**src/rtl/eqp_pkg.sv**
```systemverilog
package eqp_pkg;
  localparam int STATE_W = 3;

  typedef enum logic [STATE_W-1:0] {
    ST_START  = 3'd0,
    ST_SAW0   = 3'd1,
    ST_SAW1   = 3'd2,
    ST_MATCH0 = 3'd3,
    ST_MATCH1 = 3'd4
  } eqp_state_e;

  function automatic logic is_match(input eqp_state_e s);
    return (s == ST_MATCH0) || (s == ST_MATCH1);
  endfunction
endpackage

```
**src/rtl/eqp_next.sv**
```systemverilog
module eqp_next
  import eqp_pkg::*;
(
  input  eqp_state_e cur_i,
  input  logic       a_i,
  input  logic       b_i,
  output eqp_state_e nxt_o
);
  always_comb begin
    case (cur_i)
      ST_START:  nxt_o = a_i ? ST_SAW1 : ST_SAW0;
      ST_SAW0:   nxt_o = a_i ? ST_SAW1 : ST_MATCH0;
      ST_SAW1:   nxt_o = a_i ? ST_MATCH1 : ST_SAW0;
      ST_MATCH0: begin
        if (b_i) nxt_o = a_i ? ST_MATCH1 : ST_MATCH0;
        else     nxt_o = a_i ? ST_SAW1 : ST_MATCH0;
      end
      ST_MATCH1: begin
        if (b_i) nxt_o = a_i ? ST_MATCH1 : ST_MATCH0;
        else     nxt_o = a_i ? ST_MATCH1 : ST_SAW0;
      end
      default:   nxt_o = ST_START;
    endcase
  end
endmodule

```
**src/rtl/eqp_zdec.sv**
```systemverilog
module eqp_zdec
  import eqp_pkg::*;
(
  input  eqp_state_e st_i,
  output logic       z_o
);
  always_comb z_o = is_match(st_i);
endmodule

```
**src/rtl/eqp_tracker.sv**
```systemverilog
module eqp_tracker
  import eqp_pkg::*;
(
  input  logic               clk,
  input  logic               rst,
  input  logic               a_in,
  input  logic               b_in,
  output logic               z_out,
  output logic [STATE_W-1:0] state_code
);
  eqp_state_e cur_q;
  eqp_state_e nxt;
  logic       z_nxt;

  eqp_next u_next (
    .cur_i (cur_q),
    .a_i   (a_in),
    .b_i   (b_in),
    .nxt_o (nxt)
  );

  eqp_zdec u_zdec (
    .st_i (nxt),
    .z_o  (z_nxt)
  );

  always_ff @(posedge clk) begin
    if (rst) begin
      cur_q <= ST_START;
      z_out <= 1'b0;
    end else begin
      cur_q <= nxt;
      z_out <= z_nxt;
    end
  end

  assign state_code = cur_q;


  rst_to_start_chk: assert property (@(posedge clk)
    rst |=> (state_code == 3'd0) && !z_out);


  start_leaves_chk: assert property (@(posedge clk) disable iff (rst)
    (cur_q == ST_START) |=> (state_code == 3'd1 || state_code == 3'd2) && !z_out);


  pair_lo_chk: assert property (@(posedge clk) disable iff (rst)
    (cur_q == ST_SAW0 && !a_in) |=> (state_code == 3'd3) && z_out);


  hold_match_chk: assert property (@(posedge clk) disable iff (rst)
    (is_match(cur_q) && b_in) |=> z_out && (state_code == ($past(a_in) ? 3'd4 : 3'd3)));


  legal_code_chk: assert property (@(posedge clk) disable iff (rst)
    state_code <= 3'd4);


  z_matches_state_chk: assert property (@(posedge clk) disable iff (rst)
    z_out == (state_code == 3'd3 || state_code == 3'd4));
endmodule

```
**config.mk**
```make
export PLATFORM = sky130hd
export DESIGN_NAME = eqp_tracker
export DESIGN_NICKNAME = d
export VERILOG_FILES = /design/src/rtl/eqp_pkg.sv /design/src/rtl/eqp_next.sv /design/src/rtl/eqp_zdec.sv /design/src/rtl/eqp_tracker.sv
export SDC_FILE = /design/constraint.sdc
export NUM_CORES = 1
export LEC_CHECK = 0
export BUFFER_PORTS_ARGS = -buffer_cell sky130_fd_sc_hd__buf_2
export CORE_AREA = 5 5 42 44
export CTS_BUF_LIST = sky130_fd_sc_hd__clkbuf_2
export DETAILED_ROUTE_END_ITERATION = 7
export DIE_AREA = 0 0 47 49
export MAX_ROUTING_LAYER = met4
export REMOVE_ABC_BUFFERS = 1
export SETUP_SLACK_MARGIN = 0.3
export SLEW_MARGIN = 15
export SYNTH_ARGS = -nofsm -noshare
export SYNTH_HDL_FRONTEND = slang
export SYNTH_SLANG_ARGS = --single-unit
```
**constraint.sdc**
```tcl
create_clock -name clk -period 1.3 [get_ports clk]
set_input_delay 0.13 -clock clk [delete_from_list [all_inputs] [get_ports clk]]
set_output_delay 0.13 -clock clk [all_outputs]
set_load 0.02 [all_outputs]
```
==> implementation parameters <==
Parameter                              Value

Run status
  Status ... finished, final reports clean

Logic synthesis
  Share of synthesized flip-flops with an asynchronous set or reset ... 0
  Largest area contributor in the synthesized netlist ... sky130_fd_sc_hd__dfxtp_1
  Most used DFF post-synth ... sky130_fd_sc_hd__dfxtp_1
  Number of enable-type register cells in the synthesized netlist ... 0
  Synth Cell Area ... 220 sq um
  Synthesized area per cell ... 9.57 sq um
  Instance count of the mapped netlist ... 23
  Sequential share of the synthesized area ... 0.364
  Dominant cells by area after synthesis ... sky130_fd_sc_hd__dfxtp_1, sky130_fd_sc_hd__nor3b_2, sky130_fd_sc_hd__a22oi_2, sky130_fd_sc_hd__a31oi_1, sky130_fd_sc_hd__nand2b_1
  Count of cell types in the netlist ... 15
  Number of storage elements in the synthesis netlist ... 4
  Fraction of post-synthesis cell area in the top cell type by area ... 0.364
  Total of warnings raised by yosys ... 0
  Leading cell type by number of instances after synthesis ... sky130_fd_sc_hd__dfxtp_1

Clock tree
  CTS Buf Count ... 3
  Total of hold buffers inserted after clock tree synthesis ... 0
  Clock slew at reported path FFs ... 40 ps
  Master cell of the clock root buffer ... sky130_fd_sc_hd__clkbuf_2
  Clock insertion delay at the later pin of the skew report ... 200 ps
  CTS max path bufs ... 2
  Number of H-tree branching levels ... 1
  Post-CTS Repair Setup Buffers ... 0
  Number of sinks handled by clock tree synthesis ... 4
  Number of resized instances in the post-cts repair step ... 1
  CTS tree ... built

Worst setup path
  Maximum fanout along the worst path ... 7
  Worst flop-to-flop path startpoint ... state_code[1]
  Delay contributed by the slowest stage of the critical path ... 360 ps
  Worst reg2reg setup slack ... 350 ps
  Endpoint of the lowest-slack register-to-register path ... state_code[1]
  Worst Setup End Kind ... flop
  Worst EP arrival ... 1060 ps
  Startpoint types ... flop
  Required time at the endpoint of the critical path ... 1410 ps
  Critical-path cell list ... nand2b_1 -> a211o_1 -> o31ai_2
  Crit Path Category ... flop to flop
  Worst reg2reg path depth ... 3
  Worst path slowest cell ... sky130_fd_sc_hd__dfxtp_2

Layout
  Final antenna diode count ... 0
  Core Util, Final ... 0.216
  Area grow syn2layout ... 37.5%
  Final cell area excluding filler cells ... 303 sq um
  Fill cells ... 167
  Final net count ... 39
  Final instance count without filler cells ... 49
  Share of layout cells above drive strength 1 ... 0.545

Global route
  Number of global-route vias before repair ... 200
  Initial antenna violation count ... 0
  Global router's overall resource usage ... 0.0527
  Aggregate global routing overflow ... 0
  Wire length of the first global-routing pass ... 793 microns
  Maximum number of pins on one net before global-route repair ... 8

Pwr
  Static leakage ... 0.126 nW
  Total design power ... 0.320 mW
  Highest ir drop seen on vdd ... 0.252 mV
  Areal power density over the cells ... 1060 nW/um^2

Timing
  Worst-margin pin slew ... 203 ps
  Max Clock Skew ... 2.98 ps
  Setup Viol. Count Final ... 0
  Worst hold slack across all endpoints ... 160 ps
  Max Freq ... 1060 MHz
  Shortest clock period the worst path allows after layout ... 945 ps
  Worst-case setup margin in the final layout ... 355 ps
  Post-Route Setup TNS ... 0 ps
  RSZ-0062 raised after global routing ... false
  Fraction of the cycle the final worst path needs ... 0.727
  Final number of hold-violating endpoints ... 0
  Number of pins exceeding their max-slew limit in the final report ... 0
  Tightest slew margin relative to the limit ... 0.864

Routing
  Number of design-rule violations left by the first detailed-router iteration ... 0
  Average detailed-routed wire length per instance ... 10.1 microns
  Remaining antenna violation count ... 0
  Post-Route WL ... 493 microns
  Detail-routed via count per cell ... 4.27
  DRC viols ... 0
  Number of detailed-route iterations in the first pass ... 1
  Via count ... 209

Placement
  Post-placement worst setup slack ... 269 ps
  Port Buf Inserts ... 7
  Post-Place Cells ... 46
  Hpwl dp ... 389 microns
  Cell Area, Placed ... 275 sq um
  Final RePlAce weighted congestion ... 0.698

Worst hold path
  Min-delay src ... rst
  Capture endpoint of the worst hold path ... state_code[2]
  Hold path depth ... 2
  HP Class ... primary input to flop

Die
  Horiz. Die Dim ... 47 microns
  I/O pins ... 8
  Placeable core area ... 1400 sq um
  Die extent in y ... 49 microns
  Number of rows created at floorplan ... 14
  Initial standard-cell utilization of the core ... 0.157
  Die area ... 2300 sq um

Job
  Number of maximum-capacitance constraint violations ... 0
-- power by group --
part | internal [mW] | switching [mW] | total [mW]
clock network | 0.0620 | 0.0464 | 0.108
logic | 0.0300 | 0.0346 | 0.0646
registers | 0.132 | 0.0143 | 0.147
total | 0.225 | 0.0953 | 0.320
-- state kept, by name, summed over array words and instances, names as in the netlist --
| register | flops |
|---|---|
| state_code | 3 |
| z_out | 1 |
-- layout by cell type (no fill, tap or decap) --
cell | netlist | layout
sky130_fd_sc_hd__xor2_1 | 1 | 1
sky130_fd_sc_hd__a31oi_1 | 2 | 2
sky130_fd_sc_hd__o21ai_0 | 1 | 1
sky130_fd_sc_hd__buf_2 | 0 | 7
sky130_fd_sc_hd__dfxtp_4 | 0 | 1
sky130_fd_sc_hd__a21oi_1 | 1 | 1
sky130_fd_sc_hd__nor2_1 | 2 | 2
sky130_fd_sc_hd__inv_1 | 2 | 2
sky130_fd_sc_hd__and3b_2 | 1 | 1
sky130_fd_sc_hd__clkbuf_2 | 0 | 3
sky130_fd_sc_hd__a211o_1 | 1 | 1
sky130_fd_sc_hd__dfxtp_2 | 0 | 2
sky130_fd_sc_hd__dfxtp_1 | 4 | 1
sky130_fd_sc_hd__nand2b_1 | 2 | 2
sky130_fd_sc_hd__nor3b_4 | 0 | 1
sky130_fd_sc_hd__a22oi_2 | 1 | 1
sky130_fd_sc_hd__nor3b_1 | 1 | 1
sky130_fd_sc_hd__nor3b_2 | 2 | 1
sky130_fd_sc_hd__o31ai_2 | 1 | 1
sky130_fd_sc_hd__nor3_1 | 1 | 1
-- worst max path at each step --
stage | startpoint | end | slack [ps]
floorplan | state_code[2] | state_code[1] | 200
global placement | state_code[2] | z_out | 300
detailed placement | state_code[2] | z_out | 270
CTS | state_code[2] | z_out | 260
global route | state_code[2] | state_code[2] | 290
finish | state_code[1] | state_code[1] | 350
-- layout make-up --
class,instances,area [sq um],area share
inverter,2,7.51,0.0248
clock buffer,3,15.0,0.0496
multi-input combinational,17,139,0.459
timing repair buffer,7,35.0,0.116
sequential,4,86.3,0.285
tap,16,20.0,0.0661
-- kinds of logic after synthesis --
logic type	count (synthesis)	synth area share
and+or+nand+nor	9	0.307
AOI/OAI and AO/OA	7	0.256
xor gates and xnor gates	1	0.0398
DFF	4	0.364
buffers and inverters	2	0.0341
-- worst max-delay path, delay by kind of cell, from the launching register on --
| kind | cells | cell delay (ps) |
|---|---|---|
| flops | 1 | 360 |
| compound gates | 2 | 360 |
| simple gates | 1 | 150 |
-- per-layer routing --
layer | share of wire | track usage | up-vias | wire (microns)
li1 | - | - | 107 | -
met1 | 0.45 | 0.0593 | 92 | 224
met2 | 0.45 | 0.0633 | 8 | 221
met3 | 0.079 | 0.0332 | 2 | 39
met4 | 0.016 | 0.0415 | 0 | 8
met5 | 0 | - | - | 0
(Power assumes the default switching activity.)
